## src/rtl/pipe_rate_seq.sv

```systemverilog
module pipe_rate_seq #(
  parameter int SETTLE = 4
) (
  input  logic       clk,
  input  logic       rst_n,
  input  logic [1:0] mac_rate,
  input  logic       txfifo_empty,
  input  logic [1:0] pma_sw_done,
  input  logic       bond_en,
  input  logic       bond_is_master,
  input  logic [1:0] bond_rate_in,
  output logic       pcs_rst,
  output logic       pcs_clk_off,
  output logic       g3_sel,
  output logic [1:0] pma_sw,
  output logic       phy_status,
  output logic [1:0] bond_rate_out
);
  localparam int SET_N = (SETTLE < 4) ? 4 : SETTLE;
  localparam int CW    = $clog2(SET_N + 1);
  localparam logic [1:0] GEN3 = 2'b10;
  localparam logic [1:0] RSVD = 2'b11;

  typedef enum logic [3:0] {
    S_IDLE, S_FLUSH, S_GATE, S_MUX, S_REQ, S_WAIT, S_RCLK, S_RRST, S_DONE
  } st_t;

  st_t         st;
  logic [1:0]  cur, target;
  logic [CW-1:0] cnt;

  wire         follower = bond_en & ~bond_is_master;
  wire [1:0]   req      = follower ? bond_rate_in : mac_rate;
  wire         go       = (req != RSVD) && (req != cur);
  wire         settled  = (cnt == CW'(SET_N - 1));
  wire         g3_move  = (target == GEN3) || (cur == GEN3);

  assign bond_rate_out = (bond_en & bond_is_master) ? target : 2'b00;

  always_ff @(posedge clk or negedge rst_n) begin
    if (!rst_n) begin
      st          <= S_IDLE;
      cur         <= 2'b00;
      target      <= 2'b00;
      cnt         <= '0;
      pcs_rst     <= 1'b0;
      pcs_clk_off <= 1'b0;
      g3_sel      <= 1'b0;
      pma_sw      <= 2'b00;
      phy_status  <= 1'b0;
    end else begin
      phy_status <= 1'b0;
      case (st)
        S_IDLE: if (go) begin
          target <= req;
          st     <= S_FLUSH;
        end
        S_FLUSH: if (txfifo_empty) begin
          pcs_rst <= 1'b1;
          st      <= S_GATE;
        end
        S_GATE: begin
          pcs_clk_off <= 1'b1;
          st          <= S_MUX;
        end
        S_MUX: begin
          if (g3_move) g3_sel <= (target == GEN3);
          st <= S_REQ;
        end
        S_REQ: begin
          pma_sw <= target;
          st     <= S_WAIT;
        end
        S_WAIT: if (pma_sw_done == pma_sw) begin
          cnt <= '0;
          st  <= S_RCLK;
        end
        S_RCLK: begin
          cnt <= cnt + 1'b1;
          if (settled) begin
            pcs_clk_off <= 1'b0;
            cnt         <= '0;
            st          <= S_RRST;
          end
        end
        S_RRST: begin
          cnt <= cnt + 1'b1;
          if (settled) begin
            pcs_rst <= 1'b0;
            cnt     <= '0;
            st      <= S_DONE;
          end
        end
        S_DONE: begin
          cnt <= cnt + 1'b1;
          if (settled) begin
            phy_status <= 1'b1;
            cur        <= target;
            cnt        <= '0;
            st         <= S_IDLE;
          end
        end
        default: st <= S_IDLE;
      endcase
    end
  end
endmodule


```

## config.mk

```make
export PLATFORM = sky130hd
export DESIGN_NAME = pipe_rate_seq
export DESIGN_NICKNAME = d
export VERILOG_FILES = /design/src/rtl/pipe_rate_seq.sv
export SDC_FILE = /design/constraint.sdc
export NUM_CORES = 1
export LEC_CHECK = 0
export BUFFER_PORTS_ARGS = -buffer_cell sky130_fd_sc_hd__buf_2
export CORE_MARGIN = 2
export CORE_UTILIZATION = 48
export CTS_CLUSTER_DIAMETER = 80
export DETAILED_ROUTE_END_ITERATION = 7
export PLACE_DENSITY_LB_ADDON = 0.25
export REMOVE_ABC_BUFFERS = 1
export SKIP_LAST_GASP = 1
export SYNTH_ARGS = -nofsm -noshare
export SYNTH_HDL_FRONTEND = slang
export SYNTH_SLANG_ARGS = --single-unit
```

## constraint.sdc

```tcl
create_clock -name clk -period 1.5 [get_ports clk]
set_input_delay 0.15 -clock clk [delete_from_list [all_inputs] [get_ports clk]]
set_output_delay 0.15 -clock clk [all_outputs]
set_load 0.005 [all_outputs]
```

# Word level (Yosys, flattened, before mapping)
# Index checks and enable logic that the tools add are counted.
[totals] register_bits=17 in_bits=11 out_inout_bits=8 elab_cells=65
[op_classes] addsub=1 n_eq_ne=20 n_mux=18 n_bitwise=3 reduce_logical=14
[op_table] op="$pmux W4 S9" n=1
[op_table] op="$mux W4" n=6
[op_table] op="$eq A4 B3 Y1 const B" n=4
[op_table] op="$ne A2 B2 Y1 const B" n=7
[op_table] op="$reduce_and A2 Y1" n=5
[op_table] op="$eq A4 B2 Y1 const B" n=2
[op_table] op="$mux W3" n=2
[op_table] op="$pmux W3 S2" n=1
[op_table] op="$reduce_and A6 Y1" n=1
[op_table] op="$reduce_bool A2 Y1" n=3
[op_table] op="$eq A2 B2 Y1 const B" n=2
[op_table] op="$eq A4 B1 Y1 const B" n=1
[op_table] op="$eq A4 B4 Y1 const B" n=1
[op_table] op="$logic_not A4 Y1" n=1
[op_table] op="$mux W1" n=4
[op_table] op="$mux W2" n=2
[op_table] op="$pmux W1 S2" n=2
[op_table] op="$add A3 B1 Y3 const B" n=1
[op_table] op="$eq A3 B2 Y1 const B" n=1
[op_table] op="$reduce_and A3 Y1" n=1
[op_table] op="$reduce_or A3 Y1" n=1
[op_table] op="$and A1 B1 Y1" n=2
[op_table] op="$eq A2 B2 Y1" n=1
[op_table] op="$ne A2 B2 Y1" n=1
[op_table] op="3 further kinds" n=3

# Longest topological paths before layout
# Gate-level depths: netlist of the first run.
[depth] word_depth=7 depth_mapped=6 ltp_nobuf=5

# Worst setup path before layout of the first run
# OpenSTA, ideal clock, no wires.
[synth_path] path_type="flip-flop to flip-flop" startpoint="register st[3]" endpoint="register target[0]" setup_time_ps=90 t_arrival_ps=1436 required_ps=1410 setup_slack_ps=-26 path_stages_with_launch=6 path_buffers=1 period_less_slack_ps=1526 path_cell_list="dfrtp_1 buf_6 or4_4 a211oi_1 a32oi_1 o221ai_1"
[synth_between] elab_chain_cells=2
[synth_lines] element="start, declared" line_no="28" text="st_t st;"
[synth_lines] element="start signal, assigned" line_no="42" text="st <= S_IDLE;"
[synth_lines] element="start signal, assigned" line_no="56" text="st <= S_FLUSH;"
[synth_lines] element="start signal, assigned" line_no="60" text="st <= S_GATE;"
[synth_lines] element="$logic_not A4 Y1" line_no="53" text="case (st)"
[synth_lines] element="$reduce_and A2 Y1 (no line)"
[synth_lines] element="end signal, assigned" line_no="55" text="target <= req;"
[synth_lines] element="end, declared" line_no="29" text="logic [1:0] cur, target;"
# No other way between the ends.
# A chain may end at the register's enable or synchronous reset.

# Worst setup path after layout of the first run
[layout_path] startpoint="register st[3]" endpoint="register target[1]"
# The elaborated chain is that of the path after synthesis.

==> results.json, run 1 <==
{
  "fmax_mhz": 649,
  "wire_per_inst_microns": 14.6,
  "slew_violations": 0,
  "grt_start_max_net_pins": 18,
  "tns_ns": -0.122,
  "drtIter0Drc": 23,
  "ys_types": 35,
  "max_slew_margin": 0.746,
  "irDropWorstVdd_mv": 0.862,
  "h-tree-depth": 1,
  "die_w_microns": 49.6,
  "grt_usage": 0.209,
  "clock-sinks": 17,
  "synth_compound_area_frac": 0.263,
  "violations": "negative setup slack",
  "post-route-util": 0.650,
  "synth_xor_area_frac": 0.0175,
  "fp.dieH_microns": 49.6,
  "path_buf_inv": 0,
  "synth_cells": 107,
  "synthSimpleGateAreaFrac": 0.217,
  "cts_tree": "yes",
  "rsz0062_at_grt": "yes",
  "dp_hpwl_microns": 1680,
  "hold_path_class": "input port to register",
  "clk_latency_ns": 0.29,
  "avgSynthCellArea_sq_um": 9.33,
  "synth.mux.area_fraction": 0.0226,
  "status": "finished with violations",
  "grt_pass1_vias": 899,
  "fin_ws_ns": -0.0420,
  "via_per_inst": 5.77,
  "yosys-top-cells-area": "dfrtp_1 (43%), nand2_1 (5.6%), nand2b_1 (3.1%)",
  "cts_buffer_depth": 2,
  "n_antenna_cell": 0,
  "die_area_sq_um": 2460,
  "vias": 958,
  "startpoint": "st[3]",
  "path_max_fanout": 4,
  "layout_min_cycle_time_ns": 1.54,
  "cp_cell_sequence": "or4_4 > a211oi_1 > a32oi_1 > o221ai_1",
  "root_buffer": "clkbuf_4",
  "cts_buffers": 3,
  "setup_viol": 4,
  "ys_seq_area_frac": 0.426,
  "antenna_found_initial": 0,
  "numPortBuffers": 18,
  "drc_errors": 0,
  "r2r_start": "st[3]",
  "cp-end-kind": "register",
  "synth.top_cell.area_share": 0.426,
  "ys_ff_latch": 17,
  "maxCapViolCount": 0,
  "powerDensity_nw_per_um2": 1430,
  "core_sq_um": 1960,
  "gp_congestion": 0.811,
  "finClkSkew_ns": 0.00372,
  "final_nets": 152,
  "slowest_delay_ns": 0.57,
  "hold_violations": 0,
  "detailedPlace.worstSlack_ns": -0.0553,
  "tightestPinTransition_ns": 0.380,
  "start_util": 0.509,
  "min-delay-start": "txfifo_empty",
  "crit_family": "simple AND/OR/NAND/NOR gates",
  "rows": 16,
  "yosys.area_share.adder": 0.0125,
  "cp.arrival_ns": 1.76,
  "synth_top_family_by_area": "compound AO/OA/AOI/OAI gates",
  "syn_area_sq_um": 998,
  "yosysTopAreaCell": "dfrtp_1",
  "grt_pass1_wl_microns": 3940,
  "cp_slowest_cell": "or4_4",
  "ant_nets": 0,
  "min_period_over_period": 1.03,
  "p_leak_nw": 0.570,
  "grt-ovfl-total": 0,
  "areaGrowthSynthToFinish_pct": 27.7,
  "drive_gt1_frac": 0.338,
  "routed_wl_microns": 2420,
  "clk_pin_slew_ns": 0.10,
  "dr.pass1.iters": 5,
  "pin_count": 19,
  "criticalPathCategory": "register to register",
  "required_ns": 1.72,
  "start_kind": "register",
  "yosysWarningCount": 0
}
-- worst paths after layout --
kind / slack, ns / cells after the start / end
setup reg to reg: -0.04 / 4 / target[1]
min in group asynchronous: 0.29 / 2 / cur[0]
max in group asynchronous: 0.93 / 2 / cnt[1]
hold / removal: 0.16 / 3 / pcs_rst
hold reg to reg: 0.50 / 2 / pcs_clk_off
setup / recovery: -0.04 / 4 / target[1]
-- metrics by stage --
step | cells | instance area (sq um) | power (mW) | hold slack, ns
floorplan | 102 | 972 | 1.13 | -0.146
finish | 166 | 1270 | 1.83 | 0.157
CTS | 166 | 1250 | 1.76 | 0.157
detailed placement | 158 | 1180 | 1.47 | 0.0935
global route | 166 | 1270 | 1.96 | 0.178
global placement | 158 | 1180 | 1.45 | 0.0880
-- cells by family (layout without fill, tap and decap cells) --
| kind of cell | after synthesis | after routing |
|---|---|---|
| mux | 2 | 2 |
| fa+ha+maj | 1 | 1 |
| xor+xnor | 2 | 2 |
| simple gates | 39 | 39 |
| compound gates | 37 | 37 |
| flops | 17 | 17 |
| buf+inv | 9 | 41 |
-- worst min-delay path, cell delays in order --
cell and delay (ns):
buf_2 0.09, a31oi_1 0.07, a21oi_1 0.10
-- registers in the layout, indices dropped and copies added (netlist names), 2 cells and up --
register and count:
cnt 3, cur 2, pma_sw 2, st 4, target 2
-- metal layers --
metal	part of all wire	GRT usage	wire, microns	vias up
li1	-	-	-	466
met1	0.48	0.298	1150	463
met2	0.47	0.318	1150	25
met3	0.035	0.0273	85	4
met4	0.014	0.0880	34	0
met5	0	0	0	-
-- synthesized netlist by cell type (all sizes together) --
cell type and n:
a32oi 3, nor3 2, a211oi 3, and3b 2, buf 1, or4 1
o21ai 6, nand4b 1, xnor2 2, dfrtp 17, a21o 2, a22oi 2
o211ai 1, inv 4, ha 1, and3 3, o31ai 2, a21oi 5
nor4 1, a31oi 3, or4b 1, a311o 1, nor2 4, nand2b 5
nand2 15, mux2 2, nor2b 3, o22ai 2, o221ai 3, o41ai 2
nand3b 1, a211o 2, clkbuf 4
-- area by class of cell --
class                           count  area, sq um
Timing Repair Buffer               33          205
Multi-Input combinational cell     81          569
Sequential cell                    17          425
Inverter                            4         15.0
Tap cell                           27         33.8
Clock buffer                        4         26.3
Fill cell                         165          687
-- where the power goes --
| group | switching [mW] | internal (mW) |
|---|---|---|
| sequential | 0.0896 | 0.560 |
| clock | 0.149 | 0.103 |
| combinational | 0.483 | 0.443 |
| total | 0.721 | 1.11 |
-- cells in the final DEF (no fill, tap or decap), types with 3 or more instances in the layout --
| cell type | instances |
|---|---|
| clkbuf_4 | 3 |
| nor2_1 | 4 |
| buf_4 | 14 |
| a32oi_1 | 3 |
| a31oi_1 | 3 |
| nand2_1 | 15 |
| inv_1 | 4 |
| nand2b_1 | 5 |
| o221ai_1 | 3 |
| a21oi_1 | 4 |
| o21ai_0 | 5 |
| dfrtp_1 | 17 |
| buf_2 | 18 |
-- what timing repair did --
action,4_1_cts,5_1_grt
setup buffers,3,0
hold buffers,1,0
resized for setup,2,6
endpoints found under the hold margin,17,0
setup endpoints to repair,4,10
Note: power is estimated with default switching activity, not from simulation.
==> run 2, diff against run 1 <==
SKIP_CTS_REPAIR_TIMING = 1   (was default)
==> results.json, run 2 (same netlist as run 1, synthesis figures left out) <==
{
  "detailedPlace.worstSlack_ns": -0.0553,
  "hold_path_class": "input port to register",
  "finClkSkew_ns": 0.00601,
  "gp_congestion": 0.811,
  "vias": 965,
  "wire_per_inst_microns": 14.3,
  "dpl.cell_count": 158,
  "fmax_mhz": 646,
  "ant_nets": 0,
  "drive_gt1_frac": 0.321,
  "r2r_start": "st[3]",
  "areaGrowthSynthToFinish_pct": 25.2,
  "grt_pass1_vias": 869,
  "fp.dieH_microns": 49.6,
  "antenna_found_initial": 0,
  "status": "finished with violations",
  "irDropWorstVdd_mv": 0.859,
  "max_slew_margin": 0.715,
  "top_register": "st",
  "path_max_fanout": 4,
  "cp.arrival_ns": 1.76,
  "grt_usage": 0.199,
  "cts_buffers": 3,
  "core_sq_um": 1960,
  "clk_pin_slew_ns": 0.10,
  "nFillCells": 169,
  "ff2ff_setup_slack_ns": -0.05,
  "via_per_inst": 5.88,
  "largest_register_ffs": 4,
  "maxCapViolCount": 0,
  "layout_common_cells": "buf_2 (18), dfrtp_1 (17), nand2_1 (15)",
  "grt_pass1_wl_microns": 3750,
  "cp_slowest_cell": "or4_4",
  "start_util": 0.509,
  "hold_violations": 0,
  "final_common_cell": "buf_2",
  "criticalPathCategory": "register to register",
  "n_antenna_cell": 0,
  "clock-sinks": 17,
  "whs_path_depth": 3,
  "p_leak_nw": 0.560,
  "layout_min_cycle_time_ns": 1.55,
  "die_area_sq_um": 2460,
  "cp-end-kind": "register",
  "clk_latency_ns": 0.29,
  "numPortBuffers": 18,
  "cts_tree": "yes",
  "slew_violations": 0,
  "powerDensity_nw_per_um2": 1430,
  "rsz0062_at_grt": "yes",
  "dp_hpwl_microns": 1680,
  "tns_ns": -0.104,
  "tightestPinTransition_ns": 0.424,
  "grt_start_max_net_pins": 18,
  "dr.pass1.iters": 4,
  "min_to": "pcs_rst",
  "r2r_cells": 4,
  "final_nets": 150,
  "reg_top3": "st x4, cnt x3",
  "path_buf_inv": 0,
  "drtIter0Drc": 23,
  "routed_wl_microns": 2350,
  "die_w_microns": 49.6,
  "r2r_end": "target[1]",
  "slowest_delay_ns": 0.57,
  "grt-ovfl-total": 0,
  "drc_errors": 0,
  "fin_ws_ns": -0.0482,
  "min-delay-start": "txfifo_empty",
  "rows": 16,
  "post-route-util": 0.637,
  "violations": "negative setup slack",
  "h-tree-depth": 1,
  "start_kind": "register",
  "cp_cell_sequence": "or4_4 > a211oi_1 > a32oi_1 > o221ai_1",
  "required_ns": 1.71,
  "fin_cells": 164,
  "crit_family": "simple AND/OR/NAND/NOR gates",
  "cts_buffer_depth": 2,
  "setup_viol": 3,
  "root_buffer": "clkbuf_4",
  "pin_count": 19,
  "min_period_over_period": 1.03
}
[run 2: changes by cell type in the layout (fill, tap and decap cells not counted), sizes merged]
cell,change
buf,-2
[run 2: worst min-delay path, delay by kind of cell]
kind,cells,cell delay [ns]
buffers and inverters,1,0.09
AO/OA/AOI/OAI,2,0.17
[run 2: per-stage QoR]
step / area, sq um / power [mW] / hold slack [ns]
after global placement: 1180 / 1.45 / 0.0880
after global routing: 1250 / 1.92 / 0.178
final: 1250 / 1.78 / 0.158
after detailed placement: 1180 / 1.47 / 0.0935
after floorplan: 972 / 1.13 / -0.146
after CTS: 1200 / 1.71 / -0.228
[run 2: area by class of cell]
type,instances,area (sq um),area share
Multi-Input combinational cell,81,559,0.447
Inverter,4,15.0,0.0120
Clock buffer,4,26.3,0.0210
Sequential cell,17,425,0.340
Tap cell,27,33.8,0.0270
Timing Repair Buffer,31,190,0.152
[run 2: routing by layer]
metal	part of all wire	track usage	wire length, microns
met1	0.46	0.289	1080
met2	0.48	0.293	1120
met3	0.056	0.0273	132
met4	0.0064	0.0880	15
met5	0	0	0
[run 2: worst max path at each step]
stage / start / end / slack (ns) / cells past startpoint
6_report: st[3] / target[1] / -0.05 / 4
5_1_grt: st[3] / target[0] / -0.16 / 4
4_1_cts: st[3] / target[0] / -0.07 / 4
3_5_place_dp: st[3] / target[0] / -0.06 / 4
3_3_place_gp: st[3] / target[0] / -0.03 / 4
2_1_floorplan: st[2] / st[0] / -0.09 / 4
[run 2: power breakdown]
group / total, mW / switching [mW] / leakage (nW) / internal (mW)
clock network: 0.251 / 0.147 / 0.0150 / 0.103
logic: 0.881 / 0.462 / 0.341 / 0.418
registers: 0.651 / 0.0913 / 0.203 / 0.560
total: 1.78 / 0.701 / 0.560 / 1.08
